===== src/rtl/fpb_pkg.sv =====
package fpb_pkg;
  localparam int NBUF = 2;

  typedef enum logic [1:0] {
    ST_IDLE   = 2'd0,
    ST_DEMAND = 2'd1,
    ST_REPLY  = 2'd2
  } fpb_state_e;
endpackage


===== src/rtl/fpb_line_store.sv =====
module fpb_line_store
  import fpb_pkg::*;
#(
  parameter int LINE_W = 256,
  parameter int BUS_W  = 64,
  parameter int TAG_W  = 27
) (
  input  logic                         clk,
  input  logic                         rst,
  input  logic [TAG_W-1:0]             lk_tag,
  input  logic [TAG_W-1:0]             nx_tag,
  output logic                         hit,
  output logic                         hit_idx,
  output logic                         nx_hit,
  input  logic                         rd_idx,
  input  logic [$clog2(LINE_W/BUS_W)-1:0] rd_sel,
  output logic [BUS_W-1:0]             rd_word,
  input  logic                         iss_en,
  input  logic                         iss_idx,
  input  logic [TAG_W-1:0]             iss_tag,
  input  logic                         fill_en,
  input  logic                         fill_idx,
  input  logic                         fill_keep,
  input  logic [LINE_W-1:0]            fill_data,
  input  logic                         inval,
  output logic [NBUF-1:0]              vld
);
  logic [LINE_W-1:0] mem_q [NBUF];
  logic [TAG_W-1:0]  tag_q [NBUF];
  logic [NBUF-1:0]   vld_q;
  logic [NBUF-1:0]   match;
  logic [NBUF-1:0]   nmatch;

  // data storage: no reset, single write port
  always_ff @(posedge clk) begin
    if (fill_en) mem_q[fill_idx] <= fill_data;
  end

  always_ff @(posedge clk) begin
    if (rst) begin
      vld_q <= '0;
      for (int i = 0; i < NBUF; i++) tag_q[i] <= '0;
    end else begin
      if (iss_en) begin
        vld_q[iss_idx] <= 1'b0;
        tag_q[iss_idx] <= iss_tag;
      end
      if (fill_en) vld_q[fill_idx] <= fill_keep;
      if (inval) vld_q <= '0;
    end
  end

  for (genvar g = 0; g < NBUF; g++) begin : g_cmp
    assign match[g]  = vld_q[g] && (tag_q[g] == lk_tag);
    assign nmatch[g] = vld_q[g] && (tag_q[g] == nx_tag);
  end

  assign hit     = |match;
  assign hit_idx = match[1];
  assign nx_hit  = |nmatch;
  assign rd_word = mem_q[rd_idx][rd_sel*BUS_W +: BUS_W];
  assign vld     = vld_q;
endmodule


===== src/rtl/fpb_pf_filter.sv =====
module fpb_pf_filter #(
  parameter int MID_W = 2
) (
  input  logic [MID_W-1:0] master,
  input  logic             is_instr,
  input  logic             cfg_instr_en,
  input  logic             cfg_data_en,
  input  logic             cfg_one_master,
  input  logic [MID_W-1:0] cfg_master,
  output logic             pf_ok
);
  logic type_ok;
  logic master_ok;

  assign type_ok   = is_instr ? cfg_instr_en : cfg_data_en;
  assign master_ok = !cfg_one_master || (master == cfg_master);
  assign pf_ok     = type_ok && master_ok;
endmodule


===== src/rtl/fpb_seq_ctrl.sv =====
module fpb_seq_ctrl
  import fpb_pkg::*;
#(
  parameter int ADDR_W = 32,
  parameter int BUS_W  = 64,
  parameter int LINE_W = 256,
  localparam int OFS_W  = $clog2(LINE_W/8),
  localparam int BYTE_W = $clog2(BUS_W/8),
  localparam int SEL_W  = OFS_W - BYTE_W,
  localparam int TAG_W  = ADDR_W - OFS_W
) (
  input  logic              clk,
  input  logic              rst,
  input  logic              req,
  input  logic [ADDR_W-1:0] addr,
  input  logic              pf_ok,
  input  logic              inval,
  input  logic              hit,
  input  logic              hit_idx,
  input  logic              nx_hit,
  input  logic [BUS_W-1:0]  rd_word,
  input  logic              arr_vld,
  output logic [TAG_W-1:0]  lk_tag,
  output logic [TAG_W-1:0]  nx_tag,
  output logic              rd_idx,
  output logic [SEL_W-1:0]  rd_sel,
  output logic              iss_en,
  output logic              iss_idx,
  output logic [TAG_W-1:0]  iss_tag,
  output logic              fill_en,
  output logic              fill_idx,
  output logic              fill_keep,
  output logic              ack,
  output logic [BUS_W-1:0]  rdata,
  output logic              arr_rd,
  output logic [TAG_W-1:0]  arr_line,
  output logic              idle
);
  fpb_state_e        st_q;
  logic              ack_q;
  logic [BUS_W-1:0]  rdata_q;
  logic              busy_q;
  logic              dst_q;
  logic              stale_q;
  logic              lru_q;
  logic              arr_rd_q;
  logic [TAG_W-1:0]  arr_line_q;

  logic accept, do_hit, do_miss, serve, serve_idx, pf_go;
  logic unused_lo;

  assign unused_lo = ^addr[BYTE_W-1:0];

  assign lk_tag = addr[ADDR_W-1:OFS_W];
  assign nx_tag = lk_tag + TAG_W'(1);
  assign rd_sel = addr[OFS_W-1:BYTE_W];

  assign accept    = req && !ack_q && (st_q == ST_IDLE);
  assign do_hit    = accept && hit;
  assign do_miss   = accept && !hit && !busy_q;
  assign serve     = do_hit || (st_q == ST_REPLY);
  assign serve_idx = (st_q == ST_REPLY) ? dst_q : hit_idx;
  assign pf_go     = serve && pf_ok && !nx_hit && !busy_q;

  assign iss_en    = do_miss || pf_go;
  assign iss_idx   = do_miss ? lru_q : ~serve_idx;
  assign iss_tag   = do_miss ? lk_tag : nx_tag;
  assign fill_en   = busy_q && arr_vld;
  assign fill_idx  = dst_q;
  assign fill_keep = !stale_q && !inval;
  assign rd_idx    = serve_idx;

  always_ff @(posedge clk) begin
    if (rst) begin
      st_q       <= ST_IDLE;
      ack_q      <= 1'b0;
      rdata_q    <= '0;
      busy_q     <= 1'b0;
      dst_q      <= 1'b0;
      stale_q    <= 1'b0;
      lru_q      <= 1'b0;
      arr_rd_q   <= 1'b0;
      arr_line_q <= '0;
    end else begin
      ack_q    <= serve;
      arr_rd_q <= iss_en;
      if (serve) begin
        rdata_q <= rd_word;
        lru_q   <= ~serve_idx;
      end
      if (iss_en) begin
        arr_line_q <= iss_tag;
        busy_q     <= 1'b1;
        dst_q      <= iss_idx;
        stale_q    <= 1'b0;
      end else begin
        if (fill_en) busy_q <= 1'b0;
        if (inval && busy_q) stale_q <= 1'b1;
      end
      case (st_q)
        ST_IDLE:   if (do_miss) st_q <= ST_DEMAND;
        ST_DEMAND: if (fill_en) st_q <= ST_REPLY;
        ST_REPLY:  st_q <= ST_IDLE;
        default:   st_q <= ST_IDLE;
      endcase
    end
  end

  assign ack      = ack_q;
  assign rdata    = rdata_q;
  assign arr_rd   = arr_rd_q;
  assign arr_line = arr_line_q;
  assign idle     = (st_q == ST_IDLE);
endmodule


===== src/rtl/flash_line_prefetch.sv =====
module flash_line_prefetch
  import fpb_pkg::*;
#(
  parameter int ADDR_W = 32,
  parameter int BUS_W  = 64,
  parameter int LINE_W = 256,
  parameter int MID_W  = 2
) (
  input  logic                                  clk,
  input  logic                                  rst,
  input  logic                                  bus_req,
  input  logic [ADDR_W-1:0]                     bus_addr,
  input  logic [MID_W-1:0]                      bus_master,
  input  logic                                  bus_instr,
  output logic                                  bus_ack,
  output logic [BUS_W-1:0]                      bus_rdata,
  input  logic                                  pf_instr_en,
  input  logic                                  pf_data_en,
  input  logic                                  pf_one_master,
  input  logic [MID_W-1:0]                      pf_master_id,
  input  logic                                  inval,
  output logic                                  arr_rd,
  output logic [ADDR_W-$clog2(LINE_W/8)-1:0]    arr_line,
  input  logic                                  arr_valid,
  input  logic [LINE_W-1:0]                     arr_rdata
);
  localparam int OFS_W = $clog2(LINE_W/8);
  localparam int TAG_W = ADDR_W - OFS_W;
  localparam int SEL_W = $clog2(LINE_W/BUS_W);

  logic [TAG_W-1:0] lk_tag, nx_tag, iss_tag;
  logic             lk_hit, hit_idx, nx_hit;
  logic             rd_idx;
  logic [SEL_W-1:0] rd_sel;
  logic [BUS_W-1:0] rd_word;
  logic             iss_en, iss_idx, fill_en, fill_idx, fill_keep;
  logic             pf_ok;
  logic             ctl_idle;
  logic [NBUF-1:0]  buf_vld;

  fpb_pf_filter #(.MID_W(MID_W)) u_filter (
    .master         (bus_master),
    .is_instr       (bus_instr),
    .cfg_instr_en   (pf_instr_en),
    .cfg_data_en    (pf_data_en),
    .cfg_one_master (pf_one_master),
    .cfg_master     (pf_master_id),
    .pf_ok          (pf_ok)
  );

  fpb_line_store #(.LINE_W(LINE_W), .BUS_W(BUS_W), .TAG_W(TAG_W)) u_store (
    .clk       (clk),
    .rst       (rst),
    .lk_tag    (lk_tag),
    .nx_tag    (nx_tag),
    .hit       (lk_hit),
    .hit_idx   (hit_idx),
    .nx_hit    (nx_hit),
    .rd_idx    (rd_idx),
    .rd_sel    (rd_sel),
    .rd_word   (rd_word),
    .iss_en    (iss_en),
    .iss_idx   (iss_idx),
    .iss_tag   (iss_tag),
    .fill_en   (fill_en),
    .fill_idx  (fill_idx),
    .fill_keep (fill_keep),
    .fill_data (arr_rdata),
    .inval     (inval),
    .vld       (buf_vld)
  );

  fpb_seq_ctrl #(.ADDR_W(ADDR_W), .BUS_W(BUS_W), .LINE_W(LINE_W)) u_ctrl (
    .clk       (clk),
    .rst       (rst),
    .req       (bus_req),
    .addr      (bus_addr),
    .pf_ok     (pf_ok),
    .inval     (inval),
    .hit       (lk_hit),
    .hit_idx   (hit_idx),
    .nx_hit    (nx_hit),
    .rd_word   (rd_word),
    .arr_vld   (arr_valid),
    .lk_tag    (lk_tag),
    .nx_tag    (nx_tag),
    .rd_idx    (rd_idx),
    .rd_sel    (rd_sel),
    .iss_en    (iss_en),
    .iss_idx   (iss_idx),
    .iss_tag   (iss_tag),
    .fill_en   (fill_en),
    .fill_idx  (fill_idx),
    .fill_keep (fill_keep),
    .ack       (bus_ack),
    .rdata     (bus_rdata),
    .arr_rd    (arr_rd),
    .arr_line  (arr_line),
    .idle      (ctl_idle)
  );
endmodule


===== config.mk =====
export PLATFORM = sky130hd
export DESIGN_NAME = flash_line_prefetch
export DESIGN_NICKNAME = d
export VERILOG_FILES = /design/src/rtl/fpb_pkg.sv /design/src/rtl/fpb_line_store.sv /design/src/rtl/fpb_pf_filter.sv /design/src/rtl/fpb_seq_ctrl.sv /design/src/rtl/flash_line_prefetch.sv
export SDC_FILE = /design/constraint.sdc
export NUM_CORES = 1
export LEC_CHECK = 0
export BUFFER_PORTS_ARGS = -buffer_cell sky130_fd_sc_hd__buf_2
export CAP_MARGIN = 20
export CORE_ASPECT_RATIO = 0.9
export CORE_MARGIN = 2
export CORE_UTILIZATION = 40
export CTS_BUF_LIST = sky130_fd_sc_hd__clkbuf_4 sky130_fd_sc_hd__clkbuf_8
export CTS_CLUSTER_DIAMETER = 60
export CTS_CLUSTER_SIZE = 28
export DETAILED_ROUTE_END_ITERATION = 10
export SYNTH_ARGS = -nofsm -noshare
export SYNTH_HDL_FRONTEND = slang
export SYNTH_HIERARCHICAL = 1
export SYNTH_SLANG_ARGS = --single-unit

===== constraint.sdc =====
create_clock -name clk -period 20.4 [get_ports clk]
set_input_delay 6.12 -clock clk [delete_from_list [all_inputs] [get_ports clk]]
set_output_delay 6.12 -clock clk [all_outputs]
set_load 0.01 [all_outputs]

==> results of run 1 <==
-- per-stage QoR --
step	std cells	utilization	setup slack (ns)
2_1_floorplan	1581	-	1.35
3_3_place_gp	2760	0.443	9.56
3_5_place_dp	2760	0.443	9.53
4_1_cts	2840	0.459	10.26
5_1_grt	2852	0.460	10.05
6_report	2860	0.461	10.42
-- sequential cells by signal (all words and copies together), names as in the netlist --
name / cells
u_store/mem_q: 512
u_ctrl/st_q: 2
u_store/tag_q: 54
u_store/vld: 2
u_ctrl/arr_line: 27
u_ctrl/arr_rd: 1
u_ctrl/fill_idx: 1
u_ctrl/stale_q: 1
u_ctrl/lru_q: 1
u_ctrl/ack: 1
u_ctrl/busy_q: 1
u_ctrl/rdata: 64
-- cell type report --
cell class,count,area share
timing repair buffer,409,0.0704
clock buffer,49,0.0210
multi-input combinational,806,0.242
antenna,16,0.00130
clock inverter,31,0.0121
inverter,8,0.00122
tap,874,0.0354
sequential,667,0.616
-- metal layers --
metal  routed length, microns  track usage  vias up
met5                      257            0        -
met4                     1240       0.0429       40
met3                     4930       0.0641      112
met2                    31900        0.309      334
met1                    26600        0.230     7474
li1                         -            -     6759
-- power by group --
part	leakage (nW)	total, mW	internal, mW	switching [mW]
clock	0.508	0.742	0.269	0.473
combinational	3.98	0.194	0.0848	0.110
sequential	6.03	1.54	1.52	0.0174
total	10.5	2.48	1.88	0.600
-- tightest hold or removal path, stage by stage (launching register included) --
cell and delay [ns]:
sky130_fd_sc_hd__dfxtp_1 0.32, sky130_fd_sc_hd__nand2_1 0.05, sky130_fd_sc_hd__a21oi_1 0.05
-- cells in the mapped netlist, types with 2 or more instances --
library cell / count
sky130_fd_sc_hd__edfxtp_1: 566
sky130_fd_sc_hd__nand2_1: 160
sky130_fd_sc_hd__mux4_2: 128
sky130_fd_sc_hd__dfxtp_1: 101
sky130_fd_sc_hd__xnor2_1: 96
sky130_fd_sc_hd__a21oi_1: 71
sky130_fd_sc_hd__xor2_1: 65
sky130_fd_sc_hd__mux2_2: 64
sky130_fd_sc_hd__and2_1: 57
sky130_fd_sc_hd__clkbuf_1: 36
sky130_fd_sc_hd__nand4_1: 33
sky130_fd_sc_hd__buf_4: 32
sky130_fd_sc_hd__a22o_1: 26
sky130_fd_sc_hd__nor2_1: 25
sky130_fd_sc_hd__buf_1: 14
sky130_fd_sc_hd__nand3_1: 14
sky130_fd_sc_hd__nor4_1: 14
sky130_fd_sc_hd__buf_6: 11
sky130_fd_sc_hd__nor3_1: 10
sky130_fd_sc_hd__buf_2: 7
sky130_fd_sc_hd__inv_1: 7
sky130_fd_sc_hd__nand2b_1: 5
sky130_fd_sc_hd__and3_1: 4
sky130_fd_sc_hd__or4_1: 4
sky130_fd_sc_hd__mux2i_1: 3
sky130_fd_sc_hd__nor2b_1: 3
sky130_fd_sc_hd__a22oi_1: 2
sky130_fd_sc_hd__o22ai_1: 2
sky130_fd_sc_hd__or3_1: 2
-- cells by family (layout without fill, tap and decap cells) --
| logic type | count (synthesis) | count (layout) | share of synthesized area |
|---|---|---|---|
| DFF | 667 | 667 | 0.703 |
| and+or+nand+nor | 341 | 341 | 0.0630 |
| muxes | 195 | 195 | 0.134 |
| xor gates and xnor gates | 161 | 161 | 0.0521 |
| AOI/OAI and AO/OA | 108 | 108 | 0.0249 |
| buffers and inverters | 108 | 497 | 0.0228 |
| adders and majority gates | 1 | 1 | 0.000462 |
| other | 0 | 16 | 0 |
-- how the worst min path moves through the flow --
stage                             startpoint  cells past startpoint  slack, ns                       endpoint
6_report       u_ctrl/rdata[24]$_SDFFE_PP0N_                      2       0.46  u_ctrl/rdata[24]$_SDFFE_PP0N_
5_1_grt        u_ctrl/rdata[43]$_SDFFE_PP0N_                      2       0.48  u_ctrl/rdata[43]$_SDFFE_PP0N_
4_1_cts        u_ctrl/rdata[24]$_SDFFE_PP0N_                      2       0.46  u_ctrl/rdata[24]$_SDFFE_PP0N_
3_5_place_dp   u_ctrl/rdata[40]$_SDFFE_PP0N_                      2       0.45  u_ctrl/rdata[40]$_SDFFE_PP0N_
3_3_place_gp   u_ctrl/rdata[45]$_SDFFE_PP0N_                      2       0.44  u_ctrl/rdata[45]$_SDFFE_PP0N_
2_1_floorplan      u_ctrl/lru_q$_SDFFE_PP0N_                      2       0.44      u_ctrl/lru_q$_SDFFE_PP0N_
-- cell usage in the layout (no fill, tap or decap), types with 3 or more instances in the layout --
cell type	instances
sky130_fd_sc_hd__dfxtp_1	101
sky130_fd_sc_hd__clkinvlp_4	4
sky130_fd_sc_hd__diode_2	16
sky130_fd_sc_hd__nand2_1	160
sky130_fd_sc_hd__buf_4	16
sky130_fd_sc_hd__or4_1	4
sky130_fd_sc_hd__inv_6	4
sky130_fd_sc_hd__xor2_1	65
sky130_fd_sc_hd__clkinv_4	3
sky130_fd_sc_hd__nor3_1	10
sky130_fd_sc_hd__nor4_1	14
sky130_fd_sc_hd__nand3_1	14
sky130_fd_sc_hd__buf_2	387
sky130_fd_sc_hd__mux2_2	64
sky130_fd_sc_hd__inv_1	6
sky130_fd_sc_hd__inv_8	10
sky130_fd_sc_hd__a21oi_1	71
sky130_fd_sc_hd__nand4_1	33
sky130_fd_sc_hd__clkbuf_8	45
sky130_fd_sc_hd__nand2b_1	3
sky130_fd_sc_hd__mux4_2	128
sky130_fd_sc_hd__a22o_1	26
sky130_fd_sc_hd__and3_1	4
sky130_fd_sc_hd__clkbuf_4	4
sky130_fd_sc_hd__mux2i_1	3
sky130_fd_sc_hd__xnor2_1	96
sky130_fd_sc_hd__and2_1	56
sky130_fd_sc_hd__nor2_1	22
sky130_fd_sc_hd__edfxtp_1	566
sky130_fd_sc_hd__clkinv_8	5
==> reports/results.txt, run 1 <==
Buffers plus inverters on the worst setup path: 1. Registers take 19000 sq um. Setup violations remaining at the end of the flow were counted as 0.

The run gives 15.3k as the number of global-route vias before repair. For the max-slew violation total from the final report, the log shows 0. The tools report the number of hold violations in the final report as 0. The run gives 2238 as the number of nets in the finished design. Gates resized during post-CTS repair numbered 0. The run gives 27100 sq um as the synthesized cell area. The initial cell density of the core came out at 0.404. The total number of vias is 14.7k, and the area share of the leading cell type in the synthesized netlist is 0.628.

The CTS buffer count was 44. For the number of fillers in the final layout, the log shows 5897. For this run the aggregate overflow at the end of global routing stands at 0.

The critical setup path kind was in -> reg. The run gives 5 as the number of iterations in the first detailed-routing pass. The worst slack on hold paths is 0.457 ns, and the number of vias per cell is 5.15. The number of register bits inferred by synthesis was 667. The count of buffers added on input and output ports is 390. The logs give 6 for the total of warnings raised by yosys and 0 for the remaining design rule violation count. The tools report the number of maximum-capacitance constraint violations as 0. After layout, the design draws a total of 2.48 mW.

Capturing element type of the critical path: a flop. The die outline area was 69800 sq um. The tools report the worst slew margin relative to its limit as 0.255. From synthesis to final layout, the design area changed by 14.0%. The slew of the pin with the lowest slew margin came out at 1.12 ns. sky130_fd_sc_hd__edfxtp_1 takes more of the synthesized area than any other cell. The largest individual stage delay along the critical path comes from the cell sky130_fd_sc_hd__nor4_2. The required time at the worst-slack endpoint is 20.61 ns, and the y dimension of the die is 251 microns.

The total stage count of the critical path is 14, and the count of routing violations after the opening detailed-route iteration is 973. The count of clock tree sinks is 667, and the core footprint is 67000 sq um. The overall fraction of global-route tracks in use was 0.184; the number of antenna-violating nets in the routed design was 0. The tools report the launch point of the worst reg-to-reg path as u_store/tag_q[1][15]$_SDFFCE_PN0P_. Summed over all failing endpoints, the final setup total negative slack is 0 ns. In the final routed layout, each cell accounts on average for 22.7 microns.

After clock tree synthesis, the clock-pin slew on the worst setup and hold paths is 0.09 ns. The worst setup path is launched from a primary input. The count of flip-flops with a built-in enable after synthesis works out to 566.

The weighted congestion at the end of routability-driven global placement is 0.903. Walking the worst path, the cells encountered are buf_2, ha_1, and3_4, nand3_4, nor4_2, nand2_1, xnor2_1, xnor2_1, nand4_1, or4_1, o22ai_1, o31ai_1, nand2_1, nand2b_2. The later pin in the worst-skew pair is clocked with a latency of 0.67 ns.

The horizontal extent of the die is 278 microns, and the final cell area excluding filler cells is 30900 sq um. The overall routed net length was 64.9 mm. Yosys mapped the design onto 48 distinct sky130hd cell types.

Hold repair after CTS inserted 0 buffers. The first global-routing pass estimated 95.9 mm of wire. The worst setup path endpoint is u_store/tag_q[0][25]$_SDFFCE_PN0P_. The power density over the cells is 80.3 nW/um^2, and the highest net fanout along the worst path is 27. Across the routed clock network, the largest skew measured is 0.0523 ns. For this run, the leading register cell type out of synthesis is sky130_fd_sc_hd__edfxtp_1. For the total nets after synthesis, the log shows 1883. Data arrives at the worst endpoint at 10.19 ns. The placed instances occupy a cell area of 29700 sq um. Tracing the worst setup path back leads to its startpoint at bus_addr[5].

IR analysis of the VDD net gives a maximum drop of 0.0669 mV. By area the synthesized netlist is led by sky130_fd_sc_hd__edfxtp_1 (63%), sky130_fd_sc_hd__mux4_2 (11%), sky130_fd_sc_hd__dfxtp_1 (7.5%). The tools report the final HPWL from detailed placement as 42.2 mm. The min-delay analysis places its worst path in the category reg -> reg. The maximum number of pins on one net before global-route repair is 153. The gate count of the mapped netlist is 1581, and the stage delay of the slowest cell on the critical path is 0.62 ns. The average instance area after synthesis was 17.1 sq um.

Counting I/O delays and the setup requirement, the final critical path takes 9.98 ns. Grouping stages by cell kind, the critical path spends the most delay in simple AND/OR/NAND/NOR gates. The fraction of final layout cells sized beyond drive strength 1 was 0.355.

Initial antenna violation count: 36. The H-tree was split into 2 levels. Counting along the longest clock path gives a buffer depth of 3. In this run the count of I/O pins placed on the die edge is 394. TritonCTS built the clock tree. The root buffer cell chosen for the clock tree is sky130_fd_sc_hd__clkbuf_8.

Summing all multi-input logic gate instances after layout gives 7470 sq um. The share of the clock period used by the worst path was 0.489. For this design the static power due to leakage is 10.5 nW. Setup repair after global routing left no endpoint under its margin.

The run finished with clean final reports. The depth of the worst register-to-register path works out to 11. Buffers added to address setup during post-CTS repair amount to 0. Register-to-register setup slack: 15.91 ns. For the share of the yosys chip area belonging to registers, the log shows 0.703. The async set-or-reset flop fraction in the synthesized netlist works out to 0. The critical register-to-register path endpoint is u_ctrl/rdata[24]$_SDFFE_PP0N_. The logs give 90 for the number of standard-cell rows in the floorplan and 0.100 GHz for the timing-limited maximum frequency.
(Power assumes the default switching activity.)
==> run 2: changes to the inputs <==
Settings changed: ABC_AREA from default to 1.
Clock period 20.4 ns to 9.6 ns, I/O delays scaled along.
==> reports/results.txt, run 2 <==
The stage delay of the slowest cell on the critical path is 0.83 ns (+0.21 ns), and the sequential standard cell area is 19000 sq um (unchanged). The startpoint identified for the worst hold timing path is u_ctrl/arr_line[7]$_SDFFE_PP0P_. The worst slew margin relative to its limit is 0.119 (-0.136), and the layout overhead on the synthesized area is 13.3%.

The clock insertion delay at the later pin of the skew report is 0.72 ns (+0.05 ns). The horizontal extent of the die was 286 microns (+2.8%). Traced cell by cell, the critical path runs through buf_2, nand2_1, nand2_1, inv_1, nand2_1, nor2_1, nand2_1, nor2_1, nand2_1, nand2_1, nor2_1, nand3_2, inv_2, nand2_1, o21ai_0, nand2_1, nand2_1, buf_4. By count the netlist is led by sky130_fd_sc_hd__nand2_1 (615), sky130_fd_sc_hd__nor2_1 (582), sky130_fd_sc_hd__edfxtp_1 (566). The leading area contributor after synthesis is sky130_fd_sc_hd__edfxtp_1. The worst register-to-register path begins at u_store/tag_q[0][10]$_SDFFCE_PN0P_.

The gate count of the mapped netlist is 2854 (+81%), and the async set-or-reset flop fraction in the synthesized netlist is 0 (unchanged). The run gives 0.153 mV (+130%) as the largest voltage drop on the vdd net. The power density over the cells was 174 nW/um^2 (+120%).

The slew of the pin with the lowest slew margin works out to 1.32 ns (+0.204 ns). Fraction of final layout cells sized beyond drive strength 1: 0.165 (-0.190). The tools report the critical register-to-register path endpoint as u_store/tag_q[1][24]$_SDFFCE_PN0P_. The first-pass GRT wire length is 120 mm (+25%). The logs give 3457 (+54%) for the number of nets in the finished design and 0 (unchanged) for the post-CTS setup repair buffer count. Remaining design rule violation count: 0 (unchanged). The worst path in the final design needs a cycle of 6.22 ns, including I/O delays and setup.

The run gives 0 (unchanged) as the number of hold violations in the final report. Number of top-level pins: 394 (unchanged). STA classifies the critical path endpoint as a flop. The routed length per placed instance came out at 19.5 microns (-14%).

The logs give 0 (unchanged) for the count of hold-fix buffers inserted at cts and 0.215 (+0.0312) for the overall fraction of global-route tracks in use. The buffers plus inverters on the worst setup path came out at 4 (+3). Counting stages on the worst path, the most repeated cell is sky130_fd_sc_hd__nand2_1.

For the count of routing violations after the opening detailed-route iteration, the log shows 1451 (+49%). The area share of the leading cell type in the synthesized netlist is 0.593 (-0.0346), and the final count of negative-setup-slack endpoints is 0 (unchanged). The cell family contributing the most delay on the critical path is simple AND/OR/NAND/NOR gates. The most common cell in the netlist is sky130_fd_sc_hd__nand2_1. The logs give 7990 sq um (+6.9%) for the area of the multi-input gates and 20.5k (+39%) for the total number of vias. The number of vias per cell works out to 4.92 (-4.4%). The final HPWL from detailed placement is 51.3 mm (+22%). The logs give 19.3k (+26%) for the number of global-route vias before repair and 170 (+11%) for the maximum number of pins on one net before global-route repair.

The run gives 0 (unchanged) as the quantity of gates resized following cts. The y dimension of the die is 258 microns (+2.8%), and the number of iterations in the first detailed-routing pass is 5 (unchanged). The worst setup path is of the in -> reg kind.

Derived from the worst setup path, the maximum achievable clock frequency is 0.161 GHz. The depth of the CTS H-tree is 2 (unchanged). The required time at the worst-slack endpoint was 9.98 ns (-10.63 ns); the initial antenna violation count was 44 (+22%).

Number of antenna-violating nets in the routed design: 0 (unchanged). The run gives 0.902 (-0.12%) as the weighted congestion at the end of routability-driven global placement. The average instance area after synthesis works out to 10.0 sq um (-41%). For the CTS buffer count, the log shows 49 (+11%). The run gives 35 (-27%) as the unique cell type count in the Yosys netlist. The number of standard-cell rows in the floorplan was 93 (+3.3%).

Overall routed net length: 81.2 mm (+25%). The cell at the root of the clock tree is sky130_fd_sc_hd__clkbuf_8. The count of flip-flops with a built-in enable after synthesis was 566 (unchanged). The number of cells on the worst hold path was 2 (unchanged). The aggregate negative setup slack was 0 ns (unchanged); the share of the yosys chip area belonging to registers was 0.664 (-0.0387). The synthesized cell area was 28600 sq um (+5.8%).

The clock transition at the register clock pins on the worst setup and hold paths after CTS is 0.12 ns (+0.03 ns), and the die outline area is 73800 sq um (+5.7%). Ranked by flip-flop count, first place goes to u_store/mem_q. The leftover overflow at the end of global routing is 0 (unchanged).

The clock tree skew after final layout was 0.0468 ns (-0.00555 ns); the data arrival at the endpoint of the critical path was 6.60 ns (-3.59 ns). Setup repair after global routing left no endpoint under its margin. The number of fillers in the final layout is 6690 (+13%).

In the layout the commonest cells are sky130_fd_sc_hd__nand2_1 (615), sky130_fd_sc_hd__nor2_1 (581), sky130_fd_sc_hd__edfxtp_1 (566), sky130_fd_sc_hd__buf_2 (389), sky130_fd_sc_hd__o21ai_0 (309). Share of the clock period used by the worst path: 0.648. The logs give 13.1 nW (+25%) for the leakage dissipation and 3156 (+68%) for the total nets after synthesis. The run gives 6 (unchanged) as the total of warnings raised by yosys. The most used flip-flop cell after synthesis is sky130_fd_sc_hd__edfxtp_1. Max-slew violation total from the final report: 0 (unchanged).

STA classifies the critical path startpoint as a primary input. The worst hold path terminates at u_ctrl/arr_line[7]$_SDFFE_PP0P_. The count of clock tree sinks is 667 (unchanged), and the number of register bits inferred by synthesis is 667 (unchanged). The register-to-register setup slack was 5.27 ns (-10.64 ns). Sorting the synthesized cells by area gives the leading types as sky130_fd_sc_hd__edfxtp_1 (59%), sky130_fd_sc_hd__nand2_1 (8.1%), sky130_fd_sc_hd__nor2_1 (7.6%).

The run gives 35.1 mm (+32%) as the wire length the detailed router placed on met1. The type of the worst min-delay path was reg -> reg. The met3 layer wire length in the routed design was 6.26 mm (+27%).

The highest net fanout along the worst path came out at 32 (+19%). For the detailed-routed wire length on met2, the log shows 37.4 mm (+17%). The tools report the number of maximum-capacitance constraint violations as 0 (unchanged).

TritonCTS built the clock tree. Initial cell density of the core: 0.402 (-0.00174). Core footprint: 71200 sq um (+6.3%). Leading cell type in the layout, fill and taps excluded: sky130_fd_sc_hd__nand2_1. The number of buffers inserted by port buffering was 390 (unchanged). The largest buffer count on any clock path was 3 (unchanged).

The flow ran to the end, and the final reports show no timing, DRC or antenna violations. Routed signal wires occupy layers up through met5. The depth of the worst register-to-register path was 18 (+7). For the worst slack on hold paths, the log shows 0.458 ns (+0.00138 ns). The largest individual stage delay along the critical path comes from the cell sky130_fd_sc_hd__inv_2.

Flip-flop count of the largest register after layout: 512 (unchanged).
## run 2: changes by cell type after synthesis, sizes merged, moves of 52 or more
cell	delta
nor2	+563
mux4	-128
xor2	-61
mux2	-64
o21ai	+337
nand2	+460
xnor2	-52
inv	+199
a31oi	+64
## run 2: cell families after synthesis
family	synth area share
buffers and inverters	0.0576
AND/OR/NAND/NOR	0.177
XOR/XNOR	0.0149
AO/OA/AOI/OAI	0.0860
flip-flops	0.664
adder cells (fa/ha/maj)	0.000437
## run 2: layout make-up
cell class | instances | area share
well taps | 950 | 0.0366
inverters | 208 | 0.0250
repair buffers | 410 | 0.0660
multi-input cells | 1819 | 0.246
clock inverters | 41 | 0.0175
diodes | 22 | 0.00170
flip-flops and latches | 667 | 0.586
clock buffers | 51 | 0.0212
## run 2: tightest hold or removal path, stage by stage (launching register included)
cell                      delay (ns)
sky130_fd_sc_hd__dfxtp_1        0.33
sky130_fd_sc_hd__nand2_1        0.06
sky130_fd_sc_hd__nand2_1        0.04
## run 2: worst max-delay path by stage
stage | slack, ns | end | cells after the start | startpoint
global route | 3.01 | u_store/tag_q[1][24]$_SDFFCE_PN0P_ | 18 | bus_addr[7]
CTS | 3.50 | u_store/tag_q[1][24]$_SDFFCE_PN0P_ | 18 | bus_addr[13]
finish | 3.38 | u_store/tag_q[1][24]$_SDFFCE_PN0P_ | 18 | bus_addr[13]
floorplan | 0.93 | u_store/mem_q[1][0]$_DFFE_PP_ | 4 | arr_valid
global placement | 2.78 | u_store/tag_q[1][15]$_SDFFCE_PN0P_ | 18 | bus_addr[13]
detailed placement | 2.70 | u_store/tag_q[1][19]$_SDFFCE_PN0P_ | 18 | bus_addr[13]
## run 2: per-stage QoR
stage / utilization / area [sq um] / power (mW) / std cells / setup slack, ns
6_report: 0.456 / 32500 / 5.65 / 4168 / 3.38
5_1_grt: 0.455 / 32400 / 5.89 / 4158 / 3.01
4_1_cts: 0.455 / 32400 / 5.71 / 4146 / 3.50
3_5_place_dp: 0.437 / 31100 / 3.95 / 4054 / 2.70
3_3_place_gp: 0.437 / 31100 / 3.95 / 4054 / 2.78
2_1_floorplan: - / 28700 / 3.73 / 2854 / 0.930
## run 2: report_power, final
group / switching (mW) / internal [mW]
sequential: 0.0498 / 3.27
combinational: 0.380 / 0.180
clock: 1.16 / 0.609
## run 2: metal layers
layer	track usage	vias up
met3	0.0667	153
li1	-	10100
met2	0.343	536
met4	0.0670	48
met1	0.282	9650
met5	0	-
